### src/rtl/bscan_io_chain.sv
module bscan_io_chain #(
  parameter int N = 4
) (
  input  logic         clk,
  input  logic         rst_n,
  input  logic         sdi,
  input  logic         shift,
  input  logic         cap_en,
  input  logic         upd_en,
  input  logic         test_mode,
  input  logic         highz,
  input  logic [N-1:0] core_out,
  input  logic [N-1:0] core_oe,
  output logic [N-1:0] core_in,
  output logic [N-1:0] pad_out,
  output logic [N-1:0] pad_oe,
  input  logic [N-1:0] pad_in,
  output logic         sdo
);
  localparam int W = 3 * N;

  logic [W-1:0] cap_q, upd_q, par_d;

  for (genvar i = 0; i < N; i++) begin : g_cell
    assign par_d[3*i]   = pad_in[i];
    assign par_d[3*i+1] = core_oe[i];
    assign par_d[3*i+2] = core_out[i];

    assign pad_out[i] = test_mode ? upd_q[3*i+2] : core_out[i];
    assign pad_oe[i]  = !highz && (test_mode ? upd_q[3*i+1] : core_oe[i]);
    assign core_in[i] = test_mode ? upd_q[3*i] : pad_in[i];
  end

  always_ff @(posedge clk or negedge rst_n)
    if (!rst_n)      cap_q <= '0;
    else if (cap_en) cap_q <= shift ? {cap_q[W-2:0], sdi} : par_d;

  always_ff @(posedge clk or negedge rst_n)
    if (!rst_n)      upd_q <= '0;
    else if (upd_en) upd_q <= cap_q;

  assign sdo = cap_q[W-1];
endmodule

### config.mk
export PLATFORM = sky130hd
export DESIGN_NAME = bscan_io_chain
export DESIGN_NICKNAME = d
export VERILOG_FILES = /design/src/rtl/bscan_io_chain.sv
export SDC_FILE = /design/constraint.sdc
export NUM_CORES = 1
export LEC_CHECK = 0
export ABC_CLOCK_PERIOD_IN_PS = 870
export BUFFER_PORTS_ARGS = -buffer_cell sky130_fd_sc_hd__buf_2
export CAP_MARGIN = 20
export CORE_ASPECT_RATIO = 0.75
export CORE_MARGIN = 2
export CORE_UTILIZATION = 45
export DETAILED_ROUTE_END_ITERATION = 12
export PLACE_DENSITY = 0.8
export SYNTH_ARGS = -nofsm -noshare
export SYNTH_HDL_FRONTEND = slang
export SYNTH_SLANG_ARGS = --single-unit
### constraint.sdc
create_clock -name clk -period 0.87 [get_ports clk]
set_clock_uncertainty 0.1 [all_clocks]
set_input_delay 0.174 -clock clk [delete_from_list [all_inputs] [get_ports clk]]
set_output_delay 0.174 -clock clk [all_outputs]
set_load 0.02 [all_outputs]
== Word-level counts from Yosys, hierarchy flattened ==
Index checks and enable logic that the tools add are counted.
Storage, ports and cells
  bits in registers: 24
  bits in latches: 0
  bits in writable memories: 0
  memory bits (read-only): 0
  bits of input ports: 20
  word-level logic and storage cells: 20
  memories kept: 0
Operators by class
  add/sub/neg operators: 0
  multipliers: 0
  divide/modulo/power cells: 0
  $lt $le $gt $ge: 0
  equal/unequal tests: 0
  shift operators: 0
  mux-type cells: 13
  bitwise operators: 0
  reduce and logical (&&, ||, !) cells: 5
Operators by type and width (number)
  $mux 1: 12
  $mux 12: 1
  $logic_and 1x1->1: 4
  $logic_not 1->1: 1

== Logic depth before layout (Yosys ltp) ==
Gate-level depths: netlist (run 1).
  depth after elaboration: 2
  gate-level depth with buffers: 3

== Worst setup path after synthesis (run 1) ==
Ideal clock, no wire load.
  path type: input to output
  from: input test_mode
  to: output pad_oe[0]
  arrival: 0.735 ns
  required time: 0.596 ns
  setup slack: -0.139 ns
  stages: 3
  buffers on the path: 1
  path through: buf_4 > mux2i_1 > nor2_1
Between the ends
  longest elaborated chain between the ends: 2
Ends and longest elaborated chain
  start: declaration: line 10  | input logic test_mode,
  $mux 1: line 30  | assign pad_oe[i] = !highz && (test_mode ? upd_q[3*i+1] : core_oe[i]);
  $logic_and 1x1->1: line 30
  end: declaration: line 16  | output logic [N-1:0] pad_oe,
No other way between the ends.

== Worst setup path in the final report (run 1) ==
  from: register upd_q[3]
  to: output core_in[1]
Between the ends
  longest elaborated chain between the ends: 1
Ends and longest elaborated chain
  start: declaration: line 22  | logic [W-1:0] cap_q, upd_q, par_d;
  start signal: assignment: line 40  | else if (upd_en) upd_q <= cap_q;
  $mux 1: line 31  | assign core_in[i] = test_mode ? upd_q[3*i] : pad_in[i];
  end: declaration: line 14  | output logic [N-1:0] core_in,
No other way between the ends.

==> results of run 1 <==
where the power goes:
| group | switching, W | total [W] | leakage, nW | internal [W] |
|---|---|---|---|---|
| clock | 0.000343 | 0.000810 | 0.0279 | 0.000466 |
| sequential | 0.000117 | 0.00140 | 0.263 | 0.00128 |
| combinational | 0.000394 | 0.000991 | 0.554 | 0.000597 |
| total | 0.000854 | 0.00320 | 0.845 | 0.00235 |
per-layer routing:
layer | global-route usage (%) | share of wire [%] | vias up
li1 | - | - | 422
met1 | 23.4 | 46 | 438
met2 | 35.9 | 50 | 23
met3 | 5.41 | 4.2 | 0
met4 | 4.89 | 0 | 0
met5 | 0 | 0 | -
layout by cell type, fill, tap and decap left out, drive strengths merged:
| cell type | synthesis | final |
|---|---|---|
| mux2 | 20 | 20 |
| bufinv | 0 | 1 |
| dlygate4sd3 | 0 | 1 |
| clkbuf | 1 | 3 |
| nor2 | 16 | 16 |
| dfrtp | 24 | 24 |
| a21oi | 12 | 12 |
| mux2i | 16 | 16 |
| buf | 4 | 48 |
worst reg2reg max path, delay by kind of cell (launching register included):
kind	cells	cell delay, ns
buf+inv	2	0.25
flops	1	0.41
mux	1	0.26
logic make-up (layout without fill, tap and decap cells):
kind of cell | Yosys count | count (layout) | share of synthesized area [%]
AO/OA/AOI/OAI | 12 | 12 | 5.26
AND/OR/NAND/NOR | 16 | 16 | 5.26
buffers and inverters | 5 | 53 | 3.07
multiplexers | 36 | 36 | 33.8
flip-flops | 24 | 24 | 52.6
repair_timing:
item | CTS | global route
hold buffers | 1 | 0
setup endpoints to repair | 28 | 35
pin swaps | 5 | 4
setup buffers | 3 | 7
endpoints found under the hold margin | 24 | 0
resized for setup | 37 | 7
state kept, by name (all words and copies together), names as in the netlist:
register  flops
cap_q        12
upd_q        12
layout make-up:
class / count / area, um^2
Multi-Input combinational cell: 64 / 602
Clock buffer: 3 / 22.5
Clock inverter: 1 / 30.0
Sequential cell: 24 / 602
Tap cell: 34 / 42.5
Fill cell: 172 / 614
Timing Repair Buffer: 49 / 433
through the flow:
step | util (%) | TNS [ns] | std cells | worst slack [ns] | power [W]
3_3_place_gp | 62.4 | -5.30 | 162 | -0.295 | 0.00208
3_5_place_dp | 62.4 | -5.87 | 162 | -0.310 | 0.00212
2_1_floorplan | - | -0.494 | 93 | -0.0481 | 0.00184
5_1_grt | 73.8 | -8.75 | 175 | -0.584 | 0.00335
6_report | 73.8 | -7.52 | 175 | -0.535 | 0.00320
4_1_cts | 71.2 | -7.18 | 170 | -0.550 | 0.00314
path summary, 6_finish.rpt:
path                                    endpoint                  start  slack, ns  cells after the start
setup / recovery                      core_in[1]   upd_q[3]$_DFFE_PN0P_      -0.54                      2
hold / removal              cap_q[2]$_DFFE_PN0P_            core_out[0]       0.05                      3
setup reg to reg           upd_q[11]$_DFFE_PN0P_  upd_q[11]$_DFFE_PN0P_      -0.24                      3
hold reg to reg             upd_q[5]$_DFFE_PN0P_   upd_q[5]$_DFFE_PN0P_       0.43                      1
max in group asynchronous   cap_q[8]$_DFFE_PN0P_                  rst_n       0.31                      3
min in group asynchronous   cap_q[2]$_DFFE_PN0P_                  rst_n       0.20                      3
==> results by group, run 1 <==
STA
  • Slew headroom: 69.0%
  • Final setup fails: 31
  • Final hold slack: 0.0514 ns
  • Final worst-path cycle share: 162%
  • Unrepaired setup endpoints after global routing: true
  • Setup ws final: -0.535 ns
  • Fmax: 712 MHz
  • Worst slew pin tran: 0.464 ns
  • Fin crit period: 1.41 ns
  • Final hold vios: 0
  • Final slew viol count: 0

Floorplanning
  • Num ports: 33
  • Initial Util: 48.6%
  • Die area: 0.00296 mm^2
  • Die Ht: 47.6 um
  • Die X: 62.1 um
  • Core area: 0.00235 mm^2
  • Rows: 15

Setup path
  • CP max stage delay: 0.41 ns
  • CP max FO: 2
  • Worst Setup Start Kind: flop
  • Crit path max-delay cell type: dfrtp_1
  • CP Buf/Inv Count: 1
  • Nature of the critical path endpoint: output port
  • Family with the most delay on the worst path: flip-flops
  • Worst EP required: 0.60 ns
  • WS Path Type: flop to output port
  • CP arrival: 1.13 ns
  • Crit path cell chain: mux2_4 -> buf_6

Power
  • P_leak: 0.845 nW
  • Worst vdd ir: 1510 uV
  • Power density over the cells: 1850 mW/mm^2

Route
  • DR pass1 iterations: 2
  • Final routed DRC violation total: 0
  • Final wirelength: 2.68 mm
  • Vias: 883
  • Drt via density: 5.05
  • Initial DRC count: 16
  • Routed len/inst: 15.3 um
  • Post-route ant nets: 0

Logic synthesis
  • Synth cell count leaders: 24 x dfrtp_1, 20 x mux2_2, 16 x mux2i_1, 16 x nor2_1, 12 x a21oi_1
  • Top-count cell post-synth: dfrtp_1
  • Synth Net Count: 113
  • Synth Register Bits: 24
  • Distinct cells, synth: 9
  • EDFF count, synth: 0
  • Ys async rst share: 100%
  • Post-synth top area share: 52.6%
  • Yosys top cell by area: dfrtp_1
  • Warnings from Yosys: 0
  • Area of the mapped netlist: 0.00114 mm^2
  • Cells after Synth: 93
  • Sequential share of the synthesized area: 52.6%
  • Ys flop type: dfrtp_1
  • Top post-synthesis cells by area: dfrtp_1 53%, mux2_2 20%, mux2i_1 14%, a21oi_1 5.3%, nor2_1 5.3%
  • Syn Area/Cell: 12.3 um^2

Clocking
  • CTS tree: yes
  • H-Tree Level Count: 1
  • Num CTS Buffers: 3
  • # clock sinks: 24
  • Worst skew pair latency: 0.32 ns
  • CTS max path bufs: 2
  • Clk slew on worst S/H paths: 0.14 ns
  • Root buf cell: clkbuf_4

GRT
  • Pin count of the biggest net entering global routing: 25
  • Initial antenna violation count: 0
  • Total grt overflow: 0
  • Vias in the first global route: 907
  • All-layer global routing usage: 19.3%
  • First-pass GRT wire length: 4.25 mm

Placement
  • DP Area: 0.00146 mm^2
  • Gpl congestion: 0.704
  • HPWL after DPL: 1.74 mm
  • IO buf count: 32

Layout
  • Antenna diodes: 0
  • Final Cell Area: 0.00173 mm^2
  • # nets final: 162
  • Area growth, synth to finish: 51.8%
  • Layout cells sized above 1: 56.7%

Hold path
  • HP Class: input pin to flop

Outcome
  • Failing checks: setup timing
  • Status: finished with violations

Flow run
  • Max Cap Viol: 0
No activity file was read; power rests on OpenSTA's default activity.
==> inputs of run 2 (changes only) <==
CORE_MARGIN = 3   (was 2)
==> results by group, run 2 (synthesis results as in run 1) <==
Outcome
  • Status: finished with violations (unchanged)
  • Failing checks: setup timing (unchanged)

Layout
  • Antenna diodes: 0 (unchanged)
  • Commonest non-fill, non-tap cell in the layout: dfrtp_1 (unchanged)
  • # nets final: 163 (was 162)
  • # fillers: 177 (was 172)
  • Footprint of the multi-input gates: 586 um^2 (was 602 um^2)
  • Area growth, synth to finish: 49.2% (was 51.8%)
  • Register area: 602 um^2 (unchanged)
  • Most frequent cells in the layout: 23 x dfrtp_1, 19 x buf_2, 16 x mux2_4, 15 x mux2i_1, 15 x buf_6 (was 23 x dfrtp_1, 19 x mux2_4, 19 x buf_2, 16 x buf_6, 15 x mux2i_1)
  • Layout cells sized above 1: 57.0% (was 56.7%)
  • Largest regs: cap_q: 12 flops, upd_q: 12 flops (unchanged)
  • Final core occ: 72.6% (was 73.8%)

Clocking
  • CTS tree: yes (unchanged)
  • Num CTS Buffers: 3 (unchanged)
  • Clk slew on worst S/H paths: 0.12 ns (was 0.14 ns)
  • H-Tree Level Count: 1 (unchanged)
  • Root buf cell: clkbuf_4 (unchanged)
  • # clock sinks: 24 (unchanged)
  • CTS max path bufs: 2 (unchanged)
  • Worst skew pair latency: 0.31 ns (was 0.32 ns)

GRT
  • Pin count of the biggest net entering global routing: 25 (unchanged)
  • First-pass GRT wire length: 4.73 mm (was 4.25 mm)
  • Grt peak-use layer: met2 (unchanged)
  • Initial antenna violation count: 0 (unchanged)
  • All-layer global routing usage: 19.3% (about the same)
  • Vias in the first global route: 945 (was 907)
  • Total grt overflow: 0 (unchanged)
  • Met1 Use GR: 26.2% (was 23.4%)
  • GR Util met3: 6.61% (was 5.41%)
  • Met2 GRT Util: 31.4% (was 35.9%)

Power
  • Net Sw Power: 0.000816 W (was 0.000854 W)
  • P_leak: 0.827 nW (was 0.845 nW)
  • Worst vdd ir: 1490 uV (was 1510 uV)
  • Internal power: 0.00210 W (was 0.00235 W)
  • Sw Share: 28.0% (was 26.7%)
  • Power density over the cells: 1710 mW/mm^2 (was 1850 mW/mm^2)
  • Reg power frac: 48.0% (was 43.7%)
  • Clock share of power: 19.5% (was 25.3%)
  • Logic gate share of total power: 32.5% (was 31.0%)
  • Total chip power: 0.00292 W (was 0.00320 W)

Route
  • Post-route ant nets: 0 (unchanged)
  • Drt via density: 4.97 (was 5.05)
  • Final routed DRC violation total: 0 (unchanged)
  • DR pass1 iterations: 4 (was 2)
  • Vias: 874 (was 883)
  • Final wirelength: 2.71 mm (was 2.68 mm)
  • Initial DRC count: 31 (was 16)
  • Routed len/inst: 15.4 um (was 15.3 um)

STA
  • Final hold slack: 0.0686 ns (was 0.0514 ns)
  • Setup ws final: -0.511 ns (was -0.535 ns)
  • Unrepaired setup endpoints after global routing: true (unchanged)
  • Fin crit period: 1.38 ns (was 1.41 ns)
  • Final worst-path cycle share: 159% (was 162%)
  • Worst slew pin tran: 0.428 ns (was 0.464 ns)
  • Final slew viol count: 0 (unchanged)
  • Fmax: 724 MHz (was 712 MHz)
  • Final setup fails: 30 (was 31)
  • Slew headroom: 71.4% (was 69.0%)
  • Final hold vios: 0 (unchanged)

Hold path
  • HP Class: input pin to flop (unchanged)

Setup path
  • CP max FO: 2 (unchanged)
  • Worst EP required: 0.60 ns (about the same)
  • Setup slack, reg-to-reg: -0.16 ns (was -0.24 ns)
  • Worst Setup Start Kind: flop (unchanged)
  • CP max stage delay: 0.41 ns (about the same)
  • Nature of the critical path endpoint: output port (unchanged)
  • CP arrival: 1.11 ns (was 1.13 ns)
  • Family with the most delay on the worst path: flip-flops (unchanged)
  • WS Path Type: flop to output port (unchanged)
  • Crit path cell chain: mux2_4 -> buf_6 (unchanged)
  • Crit path max-delay cell type: dfrtp_1 (unchanged)
  • CP Buf/Inv Count: 1 (unchanged)

Placement
  • HPWL after DPL: 1.76 mm (was 1.74 mm)
  • IO buf count: 32 (unchanged)
  • Gpl congestion: 0.741 (was 0.704)

Floorplanning
  • Die area: 0.00318 mm^2 (was 0.00296 mm^2)
  • Die Ht: 49.6 um (was 47.6 um)
  • Initial Util: 48.6% (unchanged)
  • Core area: 0.00235 mm^2 (unchanged)
  • Die X: 64.1 um (was 62.1 um)
  • Num ports: 33 (unchanged)
  • Rows: 15 (unchanged)

Flow run
  • Max Cap Viol: 0 (unchanged)
==> run 2: cell types whose count changed in the layout (fill, tap and decap cells not counted), sizes merged <==
cell	delta
clkbuf	+1
buf	+1
bufinv	-1
==> run 2: area by class of cell <==
class / count / area share, %
clock buffers: 4 / 2.13
flip-flops and latches: 24 / 35.3
well taps: 34 / 2.50
multi-input cells: 64 / 34.4
repair buffers: 50 / 25.6
==> run 2: per-stage QoR <==
step           cells  setup slack [ns]  instance area (um^2)  TNS [ns]
2_1_floorplan     93           -0.0481                  1190    -0.494
3_3_place_gp     165            -0.296                  1490     -5.26
3_5_place_dp     165            -0.301                  1490     -5.70
4_1_cts          175            -0.524                  1670     -7.01
5_1_grt          176            -0.569                  1700     -8.41
6_report         176            -0.511                  1700     -7.03
==> run 2: path summary, 6_finish.rpt <==
kind / from / end / depth (start not counted)
worst min register to register: upd_q[3]$_DFFE_PN0P_ / upd_q[3]$_DFFE_PN0P_ / 1
worst max register to register: upd_q[4]$_DFFE_PN0P_ / upd_q[4]$_DFFE_PN0P_ / 2
worst min-delay path: sdi / cap_q[0]$_DFFE_PN0P_ / 3
min in group asynchronous: rst_n / cap_q[10]$_DFFE_PN0P_ / 2
max in group asynchronous: rst_n / upd_q[4]$_DFFE_PN0P_ / 3
worst max-delay path: upd_q[0]$_DFFE_PN0P_ / core_in[0] / 2
==> run 2: routing by layer <==
metal / up-vias / share of wire, % / wire, um
li1: 427 / - / -
met4: 0 / 0 / 0
met3: 0 / 5.3 / 144
met5: - / 0 / 0
met1: 417 / 47 / 1270
met2: 30 / 48 / 1300
==> run 2: tightest hold or removal path, cell delays in order <==
cell and delay (ns):
buf_2 0.08, mux2i_1 0.05, a21oi_1 0.13
==> run 2: repair_timing <==
action | 4_1_cts | 5_1_grt
buffers inserted | 5 | 2
pin swaps | 4 | 7
hold buffers | 1 | 0
endpoints found under the hold margin | 24 | 0
resized for setup | 32 | 7
setup endpoints to repair | 29 | 36
==> run 2: power by group through the flow <==
stage	clock network [W]	registers (W)	logic (W)
6_report	0.000570	0.00140	0.000947
3_3_place_gp	0	0.00140	0.000692
3_5_place_dp	0	0.00141	0.000710
2_1_floorplan	0	0.00138	0.000460
4_1_cts	0.000598	0.00139	0.000912
5_1_grt	0.000644	0.00142	0.00102
